===== src/rtl/can_wake_pkg.sv =====
package can_wake_pkg;

   typedef enum logic [1:0] {
      MS_STANDBY = 2'd0,
      MS_PEND    = 2'd1,
      MS_NORMAL  = 2'd2
   } mode_e;

   // default clock of 100 MHz: 2.5 us filter, 7.5 us settling delay
   localparam int unsigned DEF_FILT_CYC     = 250;
   localparam int unsigned DEF_MODE_DLY_CYC = 750;
   localparam int unsigned DEF_SYNC_STAGES  = 2;

endpackage


===== src/rtl/can_wake_sync.sv =====
module can_wake_sync #(
   parameter int unsigned WIDTH  = 3,
   parameter int unsigned STAGES = 2,
   parameter logic [WIDTH-1:0] RST_VAL = '0
) (
   input  logic             clk,
   input  logic             rst_n,
   input  logic [WIDTH-1:0] d_async,
   output logic [WIDTH-1:0] q_sync
);

   logic [WIDTH-1:0] stg_q [STAGES];

   always_ff @(posedge clk or negedge rst_n) begin
      if (!rst_n) stg_q[0] <= RST_VAL;
      else        stg_q[0] <= d_async;
   end

   for (genvar s = 1; s < STAGES; s++) begin : g_stage
      always_ff @(posedge clk or negedge rst_n) begin
         if (!rst_n) stg_q[s] <= RST_VAL;
         else        stg_q[s] <= stg_q[s-1];
      end
   end

   assign q_sync = stg_q[STAGES-1];

endmodule


===== src/rtl/can_wake_mode.sv =====
module can_wake_mode
   import can_wake_pkg::*;
#(
   parameter int unsigned MODE_DLY_CYC = DEF_MODE_DLY_CYC
) (
   input  logic clk,
   input  logic rst_n,
   input  logic stby_s,
   output logic is_normal
);

   localparam int unsigned CNT_W = $clog2(MODE_DLY_CYC + 1);
   localparam logic [CNT_W-1:0] CNT_LAST = CNT_W'(MODE_DLY_CYC - 1);

   mode_e            state_q, state_d;
   logic [CNT_W-1:0] cnt_q, cnt_d;

   always_comb begin
      state_d = state_q;
      cnt_d   = cnt_q;
      unique case (state_q)
         MS_STANDBY: begin
            cnt_d = '0;
            if (!stby_s) state_d = MS_PEND;
         end
         MS_PEND: begin
            if (stby_s) begin
               state_d = MS_STANDBY;
               cnt_d   = '0;
            end else if (cnt_q == CNT_LAST) begin
               state_d = MS_NORMAL;
               cnt_d   = '0;
            end else begin
               cnt_d = cnt_q + 1'b1;
            end
         end
         MS_NORMAL: begin
            cnt_d = '0;
            if (stby_s) state_d = MS_STANDBY;
         end
         default: begin
            state_d = MS_STANDBY;
            cnt_d   = '0;
         end
      endcase
   end

   always_ff @(posedge clk or negedge rst_n) begin
      if (!rst_n) begin
         state_q <= MS_STANDBY;
         cnt_q   <= '0;
      end else begin
         state_q <= state_d;
         cnt_q   <= cnt_d;
      end
   end

   assign is_normal = (state_q == MS_NORMAL);


   normal_entry_chk: assert property (@(posedge clk) disable iff (!rst_n)
      $rose(is_normal) |-> ($past(state_q) == MS_PEND && $past(cnt_q) == CNT_LAST));


   pend_abort_chk: assert property (@(posedge clk) disable iff (!rst_n)
      (state_q == MS_PEND && stby_s) |=> (state_q == MS_STANDBY));


   standby_exit_chk: assert property (@(posedge clk) disable iff (!rst_n)
      (is_normal && stby_s) |=> !is_normal);

endmodule


===== src/rtl/can_wake_filter.sv =====
module can_wake_filter
   import can_wake_pkg::*;
#(
   parameter int unsigned FILT_CYC   = DEF_FILT_CYC,
   parameter bit          FAULT_SAFE = 1'b0
) (
   input  logic clk,
   input  logic rst_n,
   input  logic en,
   input  logic dom_s,
   output logic wake
);

   localparam int unsigned RUN_W = $clog2(FILT_CYC + 1);
   localparam logic [RUN_W-1:0] RUN_MAX = RUN_W'(FILT_CYC);

   logic [RUN_W-1:0] run_q;
   logic             wake_q;
   logic             armed_q;

   if (FAULT_SAFE) begin : g_fault_safe
      // arming needs one recessive sample after each standby entry
      always_ff @(posedge clk or negedge rst_n) begin
         if (!rst_n)       armed_q <= 1'b0;
         else if (!en)     armed_q <= 1'b0;
         else if (!dom_s)  armed_q <= 1'b1;
      end


      armed_before_wake_chk: assert property (@(posedge clk) disable iff (!rst_n)
         $rose(wake_q) |-> $past(armed_q));
   end else begin : g_unconditioned
      assign armed_q = 1'b1;
   end

   always_ff @(posedge clk or negedge rst_n) begin
      if (!rst_n) begin
         run_q  <= '0;
         wake_q <= 1'b0;
      end else if (!en) begin
         run_q  <= '0;
         wake_q <= 1'b0;
      end else begin
         if (armed_q && dom_s)
            run_q <= (run_q == RUN_MAX) ? run_q : run_q + 1'b1;
         else
            run_q <= '0;
         wake_q <= armed_q && dom_s && (run_q == RUN_MAX);
      end
   end

   assign wake = wake_q;


   wake_len_chk: assert property (@(posedge clk) disable iff (!rst_n)
      $rose(wake_q) |-> ($past(run_q) == RUN_MAX && $past(dom_s)));


   echo_clear_chk: assert property (@(posedge clk) disable iff (!rst_n)
      (wake_q && !dom_s) |=> !wake_q);


   no_wake_in_normal_chk: assert property (@(posedge clk) disable iff (!rst_n)
      !en |=> !wake_q);

endmodule


===== src/rtl/can_wake_ctrl.sv =====
module can_wake_ctrl
   import can_wake_pkg::*;
#(
   parameter int unsigned FILT_CYC     = DEF_FILT_CYC,
   parameter int unsigned MODE_DLY_CYC = DEF_MODE_DLY_CYC,
   parameter int unsigned SYNC_STAGES  = DEF_SYNC_STAGES,
   parameter bit          FAULT_SAFE   = 1'b0
) (
   input  logic clk,
   input  logic rst_n,
   input  logic stby_pin,
   input  logic bus_dom_main,
   input  logic bus_dom_lp,
   output logic rx_out,
   output logic trx_en,
   output logic split_en
);

   localparam int unsigned SYNC_W = 3;
   // standby and both dominant flags reset asserted
   localparam logic [SYNC_W-1:0] SYNC_RST = '1;

   if (FILT_CYC < 2) begin : g_bad_filt
      $error("FILT_CYC must be at least 2");
   end
   if (MODE_DLY_CYC < 1) begin : g_bad_dly
      $error("MODE_DLY_CYC must be at least 1");
   end
   if (SYNC_STAGES < 2) begin : g_bad_sync
      $error("SYNC_STAGES must be at least 2");
   end

   logic [SYNC_W-1:0] raw_in, sync_out;
   logic stby_s, dom_main_s, dom_lp_s;
   logic is_normal, wake;

   assign raw_in = {stby_pin, bus_dom_main, bus_dom_lp};

   can_wake_sync #(
      .WIDTH  (SYNC_W),
      .STAGES (SYNC_STAGES),
      .RST_VAL(SYNC_RST)
   ) u_sync (
      .clk    (clk),
      .rst_n  (rst_n),
      .d_async(raw_in),
      .q_sync (sync_out)
   );

   assign {stby_s, dom_main_s, dom_lp_s} = sync_out;

   can_wake_mode #(
      .MODE_DLY_CYC(MODE_DLY_CYC)
   ) u_mode (
      .clk      (clk),
      .rst_n    (rst_n),
      .stby_s   (stby_s),
      .is_normal(is_normal)
   );

   can_wake_filter #(
      .FILT_CYC  (FILT_CYC),
      .FAULT_SAFE(FAULT_SAFE)
   ) u_filt (
      .clk  (clk),
      .rst_n(rst_n),
      .en   (!is_normal),
      .dom_s(dom_lp_s),
      .wake (wake)
   );

   always_comb begin
      if (is_normal) rx_out = ~dom_main_s;
      else           rx_out = ~wake;
   end

   assign trx_en   = is_normal;
   assign split_en = is_normal;


   stay_standby_chk: assert property (@(posedge clk) disable iff (!rst_n)
      (!trx_en && stby_s) |=> !trx_en);

endmodule


===== config.mk =====
export PLATFORM = sky130hd
export DESIGN_NAME = can_wake_ctrl
export DESIGN_NICKNAME = d
export VERILOG_FILES = /design/src/rtl/can_wake_pkg.sv /design/src/rtl/can_wake_sync.sv /design/src/rtl/can_wake_mode.sv /design/src/rtl/can_wake_filter.sv /design/src/rtl/can_wake_ctrl.sv
export SDC_FILE = /design/constraint.sdc
export NUM_CORES = 1
export LEC_CHECK = 0
export CORE_MARGIN = 5
export CORE_UTILIZATION = 61
export DETAILED_ROUTE_END_ITERATION = 16
export HOLD_SLACK_MARGIN = 0.12
export PLACE_DENSITY = 0.82
export REMOVE_ABC_BUFFERS = 1
export SETUP_SLACK_MARGIN = 0.4
export SYNTH_ARGS = -nofsm -noshare
export SYNTH_HDL_FRONTEND = slang
export SYNTH_HIERARCHICAL = 1
export SYNTH_SLANG_ARGS = --single-unit

===== constraint.sdc =====
create_clock -name clk -period 2.1 [get_ports clk]
set_clock_uncertainty 0.05 [all_clocks]
set_input_delay 0.315 -clock clk [delete_from_list [all_inputs] [get_ports clk]]
set_output_delay 0.315 -clock clk [all_outputs]
set_load 0.005 [all_outputs]

# Word-level counts from Yosys, hierarchy flattened
# Index checks and enable logic that the tools add are counted.
dict set report totals {
  regBits 27
  latchBits 0
  ram_bits 0
  rom_bits 0
  in_bits 5
  output_inout_bits 3
  n_memories 0
}
dict set report classes {
  add_sub_neg 2
  mul 0
  div_mod_pow 0
  n_lt_le_gt_ge 0
  eq_ne 8
  shift 0
  mux 13
  n_bitwise 2
  n_reduce_logical 3
}
# cell count
set op_table {}
lappend op_table {{2-to-1 mux 10 bit} 3}
lappend op_table {{2-to-1 mux 8 bit} 3}
lappend op_table {{adder 10 x 1 -> 10 bit (second input constant)} 1}
lappend op_table {{equality test 10 bit (second input constant)} 1}
lappend op_table {{adder 8 x 1 -> 8 bit (second input constant)} 1}
lappend op_table {{equality test 8 bit (second input constant)} 1}
lappend op_table {{2-to-1 mux 2 bit} 4}
lappend op_table {{one-hot mux 2 bit (3 select lines)} 1}
lappend op_table {{inequality test 3 x 2 -> 1 bit (second input constant)} 1}
lappend op_table {{inequality test 3 bit (second input constant)} 1}
lappend op_table {{AND reduction 3 bit} 1}
lappend op_table {{equality test 2 x 1 -> 1 bit (second input constant)} 1}
lappend op_table {{equality test 2 bit (second input constant)} 1}
lappend op_table {{zero test 2 bit} 1}
lappend op_table {{2-to-1 mux 1 bit} 2}
lappend op_table {{inequality test 2 x 1 -> 1 bit (second input constant)} 1}
lappend op_table {{inequality test 2 bit (second input constant)} 1}
lappend op_table {{inverter 1 bit} 2}
lappend op_table {{logical AND 1 bit} 1}

# Depth between registers and ports, before layout
# Gate-level depths: netlist of run 1.
dict set report logic_depth {
  depth_word 4
  ltp_mapped 6
}

# By module
# The synthesis of run 1 kept the hierarchy.
# mod instances cells_each area_per_inst_um2 seq_area_each_um2
set by_module_without_submodules {}
lappend by_module_without_submodules {can_wake_mode 1 60 611.8 300.3}
lappend by_module_without_submodules {can_wake_filter 1 43 439.2 225.2}
lappend by_module_without_submodules {can_wake_sync 1 9 180.2 157.7}
lappend by_module_without_submodules {can_wake_ctrl 1 3 21.3 0.0}

# Least setup slack after synthesis of run 1
# OpenSTA, ideal clock, no wires.
dict set report synth_path {
  path_type {reg2reg}
  start {reg u_mode.cnt_q[0]}
  end {reg u_mode.state_q[1]}
  arrival_ps 1236
  required_time_ps 1929
  slack_ps 692
  stages_incl_launch_ff 6
  path_buffers 0
  path_cell_list {dfrtp_1 -> ha_1 -> and4bb_1 -> nand2_2 -> nor2_1 -> a32o_1}
}
dict set report synth_via {
  elab_chain_cells 3
}
# item line_no
set synth_lines {}
lappend synth_lines {{start: declaration} can_wake_mode.sv:16} ;# logic [CNT_W-1:0] cnt_q, cnt_d;
lappend synth_lines {{start signal: assignment} can_wake_mode.sv:54} ;# cnt_q <= cnt_d;
lappend synth_lines {{equality test 10 bit} can_wake_mode.sv:30} ;# end else if (cnt_q == CNT_LAST) begin
lappend synth_lines {{inequality test 3 x 2 -> 1 bit (no source line)} -}
lappend synth_lines {{AND reduction 3 bit (no source line)} -}
lappend synth_lines {{end signal: assignment} can_wake_mode.sv:53} ;# state_q <= state_d;
lappend synth_lines {{end: declaration} can_wake_mode.sv:15} ;# mode_e state_q, state_d;
# Every way passes these cells.
# A chain may end at the register's enable or synchronous reset.

# Worst setup path after layout of run 1
dict set report layout_path {
  start {reg u_mode.state_q[1]}
  end {out split_en}
}
dict set report layout_via {
  elab_chain_cells 1
}
# item line_no
set layout_lines {}
lappend layout_lines {{equality test 2 bit} can_wake_mode.sv:58} ;# assign is_normal = (state_q == MS_NORMAL);
lappend layout_lines {{end: declaration} can_wake_ctrl.sv:16} ;# output logic split_en
# Every way passes these cells.

==> results.toml, run 1 <==
[outcome]
run_status = "complete, no violations"

[setup_path]
critical_path.max_fanout = 4
cp_top_family = "flip-flops"
r2r-start = "u_filt/run_q[0]"
startpoint = "u_mode/state_q[1]"
reg2reg_depth = 5
worst-path-stages = 3
worstSetupPathType = "flip-flop to output port"
worst-endpoint-arrival_ns = 1.26
crit_path_cell_trace = "nor2b_4 > buf_4 > dlygate4sd2_1"
worst-endpoint-required_ns = 1.74
worst_setup_path_end_kind = "output port"
cp-start-kind = "flip-flop"
crit_buf_inv = 2
worst_path_max_delay_cell = "dfrtp_1"
slowest_delay_ns = 0.41

[sta]
hold-worst-slack_ns = 0.2962
finalSetupViolCount = 0
min_period_ns = 1.623
slew-limit-headroom_pct = 79.23
worstMarginPinSlew_ns = 0.3068
fmax_mhz = 616.0
rsz0062_at_grt = "false"
min_period_over_period_pct = 77.30
final_hold_viol_count = 0
setup_total_negative_slack_ns = 0
timing.final.max_slew_violations = 0

[floorplanning]
design.portCount = 8
start_util_pct = 63.84
floorplan.die.height_um = 55.31
placement_rows = 16
design.die.area_sq_um = 3059
fp.coreArea_sq_um = 1962
die_width_um = 55.31

[synth]
synth_cells = 115
complex_gate_fraction_of_the_synthesized_area_pct = 11.49
synth-simple-area-share_pct = 20.18
synth_sequential_area_ratio_pct = 54.55
synth.area.mux_share_pct = 0.7992
ys_ff_latch = 27
synth_cell_types = 36
post_synth_xor_area_fraction_pct = 4.196
synth_top_family_by_area = "simple AND/OR/NAND/NOR gates"
synthAdderAreaFrac_pct = 3.996
syn_area_per_cell_sq_um = 10.89
netlist_area_sq_um = 1252
yosys_warnings = 6

[global_routing]
maximum_number_of_pins_on_one_net_before_global_route_repair = 28
grt_pass1_vias = 869
grt_remaining_overflow = 0
grt_first_pass_wirelength_um = 4008
globalRouteTotalUtil_pct = 16.39
number_of_antenna_violations_at_the_first_check_in_global_routing = 0

[cells_and_area]
fillerInstances = 163
nets = 134
n_antenna_cell = 0
flow.area_growth_from_synthesis_pct = 8.991
final_core_util_pct = 69.58
drive_gt1_share_pct = 16.94
post_layout_nonfiller_instances = 151

[cts]
cts-buffers-inserted = 3
clockRootBuffer = "clkbuf_4"
cts.htree.levels = 1
cts_hold_buf = 0
clock_tree.buffer_depth = 2
clock_net_sink_count = 27
clock_tree_from_tritoncts = "yes"
clock_insertion_delay_worst_skew_ns = 0.31
path_clk_slew_ns = 0.14

[power_and_ir_drop]
ir_drop_uv = 363.2
p_leak_nw = 0.5781
power_density_nw_per_um2 = 592.8
p_total_uw = 809.2

[routing]
via_count = 858
antenna_left = 0
drtIter0Drc = 18
drc = 0
route.detailed.vias_per_inst = 5.682
routedWlPerCell_um = 14.83
detail_route.first_pass.iterations = 5
wirelength_um = 2240

[place]
gp_congestion = 0.7353
place.detailed.hpwl_um = 1744
port_buffers = 7
dpl.cell_count = 145

[flow_run]
max-cap-violations = 0

[worst_hold_path]
hold_class = "primary input to async pin"
-- logic make-up after synthesis --
family	count (synthesis)
adder cells (fa/ha/maj)	4
multiplexers	1
buffers and inverters	10
AND/OR/NAND/NOR	45
XOR/XNOR	6
flip-flops	27
AO/OA/AOI/OAI	22
-- routing by layer --
metal  up-vias  track usage, %  routed length [um]
met4         0           4.167                   0
met5         -               0                   0
met3         0           3.497                  51
met1       427           19.82                 998
li1        420               -                   -
met2        11           29.39                1190
-- layout make-up --
type | count | area (sq um) | area share (%)
Sequential cell | 27 | 683.2 | 50.05
Tap cell | 27 | 33.78 | 2.475
Timing Repair Buffer | 10 | 85.08 | 6.233
Multi-Input combinational cell | 78 | 516.7 | 37.86
Clock buffer | 3 | 22.52 | 1.650
Clock inverter | 1 | 5.005 | 0.3666
Inverter | 5 | 18.77 | 1.375
-- through the flow --
stage | area (sq um) | setup WS, ns
3_3_place_gp | 1323 | 0.3451
6_report | 1365 | 0.4767
3_5_place_dp | 1323 | 0.2308
5_1_grt | 1365 | 0.4116
4_1_cts | 1369 | 0.3931
2_1_floorplan | 1211 | 0.6924
-- cell usage in the layout, fill, tap and decap left out, drive strengths merged, types with 2 or more instances in the layout --
cell type,Yosys,final
a21oi,7,7
and2,2,2
buf,5,3
clkbuf,0,4
clkdlybuf4s50,0,4
dfrtp,21,21
dfstp,6,6
dlygate4sd2,0,2
ha,4,4
inv,5,5
nand2,11,11
nand3,7,7
nand4,3,3
nor2,11,11
nor4,2,2
o21ai,5,5
or3,6,6
xor2,5,5
-- sequential cells by signal, summed over array words and instances (netlist names) --
signal,flops
u_mode/state_q,2
u_mode/cnt_q,10
u_filt/run_q,8
u_sync/q_sync,3
u_sync/stg_q,3
u_filt/wake,1
-- power by group --
part	switching, mW	internal (mW)	leakage [nW]
Clock	0.142	0.0712	0.0177
Combinational	0.0265	0.0184	0.210
Sequential	0.0137	0.538	0.351
Total	0.182	0.627	0.578
-- repair_timing --
action | CTS | global route
buffers inserted | 2 | 0
setup endpoints to repair | 3 | 2
pin swaps | 0 | 0
cloned | 0 | 0
resized for setup | 5 | 3
-- final timing paths --
kind	endpoint	slack, ns
max	split_en	0.48
min	u_mode/state_q[0]	0.30
max reg2reg	u_filt/run_q[0]	0.53
min reg2reg	u_sync/q_sync[2]	0.32
max in group asynchronous	u_sync/stg_q[3]	1.41
min in group clk	u_sync/q_sync[2]	0.32
-- synthesized netlist by cell type --
| cell | count | area share [%] |
|---|---|---|
| dfrtp_1 | 21 | 42 |
| nor2_1 | 11 | 3.3 |
| nand2_1 | 10 | 3.0 |
| a21oi_1 | 7 | 2.8 |
| nand3_1 | 7 | 2.8 |
| dfstp_2 | 6 | 13 |
| inv_1 | 5 | 1.5 |
| o21ai_0 | 5 | 2.0 |
| xor2_1 | 5 | 3.5 |
| buf_4 | 4 | 2.4 |
| ha_1 | 4 | 4.0 |
| or3_1 | 4 | 2.0 |
| and2_1 | 2 | 1.0 |
| nor4_1 | 2 | 1.0 |
| a211oi_1 | 1 | 0.60 |
| a21boi_1 | 1 | 0.60 |
| a31oi_1 | 1 | 0.50 |
| a32o_1 | 1 | 0.80 |
| a41oi_1 | 1 | 0.70 |
| and4bb_1 | 1 | 1.0 |
| buf_6 | 1 | 0.90 |
| mux2i_1 | 1 | 0.80 |
| nand2_2 | 1 | 0.50 |
| nand4_1 | 1 | 0.50 |
| nand4_2 | 1 | 1.0 |
| nand4_4 | 1 | 1.7 |
| nor2b_1 | 1 | 0.50 |
| nor3_1 | 1 | 0.40 |
| o2111ai_1 | 1 | 0.70 |
| o211ai_1 | 1 | 0.60 |
| o21bai_2 | 1 | 0.90 |
| o311ai_0 | 1 | 0.70 |
| o31ai_1 | 1 | 0.60 |
| or3_2 | 1 | 0.60 |
| or3_4 | 1 | 0.90 |
| xnor2_1 | 1 | 0.70 |
No activity file was read; power rests on OpenSTA's default activity.
==> run 2, diff against run 1 <==
Settings changed: CORE_UTILIZATION 61 to 51, PLACE_DENSITY 0.82 to 0.73.
Clock period 2.1 ns to 1.4 ns, I/O delays scaled along.
==> run 2 against run 1 <==
Against the previous run:
- the run now ends with setup timing left
- power up 62%
- count of clock-buffer cells in the layout unchanged
- sequential power up 51%
- highest routed layer is now met4
==> results.toml, run 2 (same netlist as run 1, synthesis figures left out) <==
[outcome]
run_status = "finished, violations left"
violations = "setup timing"

[routing]
drtIter0Drc = 84
routedWlPerCell_um = 18.07
antenna_left = 0
route.detailed.vias_per_inst = 5.708
via_count = 1016
detail_route.first_pass.iterations = 4
wirelength_um = 3216
drc = 0

[floorplanning]
design.die.area_sq_um = 3547
floorplan.die.height_um = 59.56
fp.coreArea_sq_um = 2410
placement_rows = 18
start_util_pct = 51.97
design.portCount = 8
die_width_um = 59.56

[sta]
finalSetupViolCount = 14
fmax_mhz = 639.3
min_period_over_period_pct = 111.7
slew-limit-headroom_pct = 79.45
final_hold_viol_count = 0
timing.final.max_slew_violations = 0
rsz0062_at_grt = "true"
hold-worst-slack_ns = 0.1627
setup_total_negative_slack_ns = -1.392
setup_ws_post_layout_ns = -0.1643
min_period_ns = 1.564
worstMarginPinSlew_ns = 0.3054

[flow_run]
max-cap-violations = 0

[place]
dpl.cell_count = 163
placement.setup.worst_slack_ns = -0.1300
gp_congestion = 0.8874
port_buffers = 7
place.detailed.hpwl_um = 1662
area_after_detailed_placement_sq_um = 1451

[setup_path]
worst_setup_path_end_kind = "output port"
cp-start-kind = "flip-flop"
worst-endpoint-required_ns = 1.14
worst-endpoint-arrival_ns = 1.30
critical_path.max_fanout = 2
worstSetupPathType = "flip-flop to output port"

[cells_and_area]
number_of_flip_flops_under_the_largest_register_name = 10
mostFrequentLayoutCells = "19 x dfrtp_1, 18 x buf_4, 8 x buf_6, 8 x nand2_1, 6 x dfstp_2"
reg.largest.list = "u_mode/cnt_q x10, u_filt/run_q x8"
nets = 158
regMostFlops = "u_mode/cnt_q"
most_common_cell_after_layout_fill_and_taps_aside = "dfrtp_1"
final_core_util_pct = 75.86
n_antenna_cell = 0
postLayoutCellArea_sq_um = 1828
post_layout_nonfiller_instances = 178
drive_gt1_share_pct = 57.43
flow.area_growth_from_synthesis_pct = 45.95

[cts]
cts-buffers-inserted = 3
cts.htree.levels = 1
clock_tree_from_tritoncts = "yes"
clock_net_sink_count = 27
clockRootBuffer = "clkbuf_4"
clock_insertion_delay_worst_skew_ns = 0.32
path_clk_slew_ns = 0.14
clock_tree.buffer_depth = 2

[power_and_ir_drop]
power_density_nw_per_um2 = 715.7
p_leak_nw = 0.7297
p_total_mw = 1.308
ir_drop_uv = 613.8

[global_routing]
grt_remaining_overflow = 0
globalRouteTotalUtil_pct = 19.22
maximum_number_of_pins_on_one_net_before_global_route_repair = 28
grt_pass1_vias = 1041
grt_first_pass_wirelength_um = 4988
number_of_antenna_violations_at_the_first_check_in_global_routing = 0

[worst_hold_path]
hold_class = "primary input to async pin"
==> run 2: cell types whose count changed in the layout (fill, tap and decap cells not counted), moves of 3 or more <==
cell / delta
a21oi_2: +4
buf_6: +8
or3_4: +3
nand3_4: +3
nand3_1: -6
buf_4: +15
nor2_1: -7
nand3_2: +3
a21oi_1: -4
ha_4: +3
nor2_2: +5
ha_1: -4
==> run 2: metal layers <==
| metal | share of wire, % | global-route usage (%) | vias to the layer above |
|---|---|---|---|
| li1 | - | - | 467 |
| met3 | 3.9 | 2.614 | 6 |
| met5 | 0 | 0 | - |
| met2 | 53 | 32.61 | 31 |
| met1 | 42 | 24.97 | 512 |
| met4 | 1.7 | 6.962 | 0 |
==> run 2: critical path, cell delays in order, from the launching register on <==
cell and delay, ns:
dfrtp_1 0.45, nor2b_4 0.14, buf_6 0.10, mux2i_1 0.16
buf_2 0.13
==> run 2: final timing paths <==
path / cells past startpoint / start / endpoint / slack (ns)
worst min register to register: 0 / u_sync/stg_q[5] / u_sync/q_sync[2] / 0.32
worst min-delay path: 2 / rst_n / u_mode/cnt_q[2] / 0.16
min in group clk: 1 / bus_dom_lp / u_sync/stg_q[3] / 0.22
worst max-delay path: 4 / u_mode/state_q[0] / rx_out / -0.16
max in group asynchronous: 2 / rst_n / u_sync/q_sync[2] / 0.91
worst max register to register: 6 / u_mode/cnt_q[1] / u_mode/cnt_q[4] / -0.12
==> run 2: timing repair <==
| action | in CTS | in global routing |
|---|---|---|
| setup endpoints to repair | 24 | 24 |
| resized for setup | 55 | 22 |
| buffers inserted | 9 | 2 |
| gates cloned | 0 | 0 |
| pin swaps | 19 | 8 |
| hold buffers | 0 | 0 |
==> run 2: layout make-up <==
cell class                 count  area [sq um]
fill                         145         581.8
multi-input combinational     78         740.7
clock inverter                 1         7.507
clock buffer                   3         22.52
sequential                    27         685.7
tap                           30         37.54
timing repair buffer          34         312.8
inverter                       5         21.27
==> run 2: where the power goes <==
part	switching (mW)	leakage, nW	total, mW	internal, mW
clock network	0.224	0.0139	0.333	0.109
logic	0.0699	0.368	0.141	0.0709
registers	0.0264	0.348	0.834	0.808
==> run 3, diff against run 2 <==
Settings changed: CELL_PAD_IN_SITES_DETAIL_PLACEMENT from default to 1, CELL_PAD_IN_SITES_GLOBAL_PLACEMENT from default to 1, CORE_UTILIZATION 51 to 41, PLACE_DENSITY 0.73 to default, PLACE_DENSITY_LB_ADDON from default to 0.1.
==> run 3 against run 2 <==
Against the previous run:
- critical endpoint is now u_filt/run_q[2]
- the run still ends with setup timing left
- sequential cell count unchanged
- global-route usage down 1.3 points
- cell count up 7.9%
==> results.toml, run 3 (same netlist as run 1, synthesis figures left out) <==
[routing]
route.detailed.vias_per_inst = 5.510
wirelength_um = 3981
via_count = 1058
drc = 0
detail_route.first_pass.iterations = 4
antenna_left = 0
routedWlPerCell_um = 20.73
drtIter0Drc = 50

[cts]
cts-buffers-inserted = 3
clock_tree.buffer_depth = 2
clock_net_sink_count = 27
clock_tree_from_tritoncts = "yes"
clockRootBuffer = "clkbuf_4"
clock_insertion_delay_worst_skew_ns = 0.34
cts.htree.levels = 1
path_clk_slew_ns = 0.15

[global_routing]
maximum_number_of_pins_on_one_net_before_global_route_repair = 28
grt_first_pass_wirelength_um = 5802
grt_pass1_vias = 1175
grt_remaining_overflow = 0
globalRouteTotalUtil_pct = 17.95
number_of_antenna_violations_at_the_first_check_in_global_routing = 0

[sta]
hold-worst-slack_ns = 0.1481
setup_ws_post_layout_ns = -0.2403
setup_total_negative_slack_ns = -2.103
slew-limit-headroom_pct = 68.60
min_period_ns = 1.640
final_hold_viol_count = 0
finalSetupViolCount = 22
rsz0062_at_grt = "true"
fmax_mhz = 609.7
timing.final.max_slew_violations = 0
worstMarginPinSlew_ns = 0.4667
min_period_over_period_pct = 117.2

[cells_and_area]
most_common_cell_after_layout_fill_and_taps_aside = "buf_4"
post_layout_nonfiller_instances = 192
flow.area_growth_from_synthesis_pct = 55.74
regMostFlops = "u_mode/cnt_q"
number_of_flip_flops_under_the_largest_register_name = 10
mostFrequentLayoutCells = "23 x buf_4, 18 x dfrtp_1, 15 x buf_6"
nets = 169
drive_gt1_share_pct = 59.75
reg.largest.list = "u_mode/cnt_q x10, u_filt/run_q x8"
n_antenna_cell = 0

[flow_run]
max-cap-violations = 0

[power_and_ir_drop]
power_density_nw_per_um2 = 693.3
p_total_mw = 1.352
p_leak_nw = 0.7925
ir_drop_uv = 657.9

[worst_hold_path]
hold_class = "primary input to async pin"

[setup_path]
worst-endpoint-required_ns = 1.59
worst-endpoint-arrival_ns = 1.83
worstSetupPathType = "flip-flop to flip-flop"
cp-start-kind = "flip-flop"
worst_setup_path_end_kind = "flip-flop"
critical_path.max_fanout = 3

[floorplanning]
die_width_um = 65.27
floorplan.die.height_um = 65.27
fp.coreArea_sq_um = 3003
start_util_pct = 41.71
design.portCount = 8
design.die.area_sq_um = 4260
placement_rows = 20

[place]
port_buffers = 7
place.detailed.hpwl_um = 1988
dpl.cell_count = 167
gp_congestion = 0.8083
placement.setup.worst_slack_ns = -0.1382

[outcome]
run_status = "finished, violations left"
violations = "setup timing"
==> run 3: changes by cell type in the layout (fill, tap and decap cells not counted), sizes merged <==
| cell | change |
|---|---|
| buf | +13 |
| clkdlybuf4s15 | -2 |
| clkinv | +1 |
| clkinvlp | -1 |
==> run 3: area by class of cell <==
type | instances | area [sq um]
timing repair buffer | 45 | 426.7
clock buffer | 3 | 22.52
inverter | 5 | 23.77
sequential | 27 | 686.9
clock inverter | 1 | 5.005
multi-input combinational | 78 | 744.5
tap | 33 | 41.29
fill | 307 | 1052
==> run 3: metrics by stage <==
stage / cell area (sq um) / util [%]
after global placement: 1463 / 48.71
after floorplan: 1211 / -
after global routing: 1951 / 64.96
after detailed placement: 1463 / 48.71
after CTS: 1823 / 60.71
final: 1951 / 64.96
==> run 3: final timing paths <==
check                           slack, ns  depth (start not counted)               end         startpoint
worst max-delay path                -0.24                          9   u_filt/run_q[2]  u_mode/state_q[1]
worst min-delay path                 0.15                          2   u_mode/cnt_q[5]              rst_n
worst max register to register      -0.24                          9   u_filt/run_q[2]  u_mode/state_q[1]
worst min register to register       0.32                          0  u_sync/q_sync[1]    u_sync/stg_q[4]
max in group asynchronous            0.91                          2  u_sync/q_sync[0]              rst_n
min in group clk                     0.21                          1   u_sync/stg_q[3]         bus_dom_lp
==> run 3: repair_timing <==
item / in CTS / in global routing
setup endpoints to repair: 24 / 24
buffers inserted: 14 / 7
pin swaps: 21 / 4
gates resized for setup: 67 / 19
hold buffers: 0 / 0
==> run 3: layer usage <==
layer / part of all wire, % / vias up / track usage, %
li1: - / 490 / -
met1: 41 / 536 / 21.54
met2: 54 / 23 / 32.24
met3: 3.8 / 9 / 5.299
met4: 1.6 / 0 / 2.591
met5: 0 / - / 0
==> run 3: power breakdown <==
part / switching [mW] / total, mW / internal (mW) / leakage (nW)
clock network: 0.242 / 0.350 / 0.108 / 0.0177
registers: 0.0279 / 0.836 / 0.808 / 0.346
logic: 0.0789 / 0.167 / 0.0877 / 0.429
==> run 3: worst max-delay path, cell delays in order, from the launching register on <==
cell and delay [ns]:
dfrtp_1 0.42, nor2b_4 0.14, buf_4 0.13, buf_6 0.10
buf_6 0.12, buf_6 0.12, inv_6 0.06, and2_4 0.17
o2111ai_2 0.11, o31ai_1 0.12
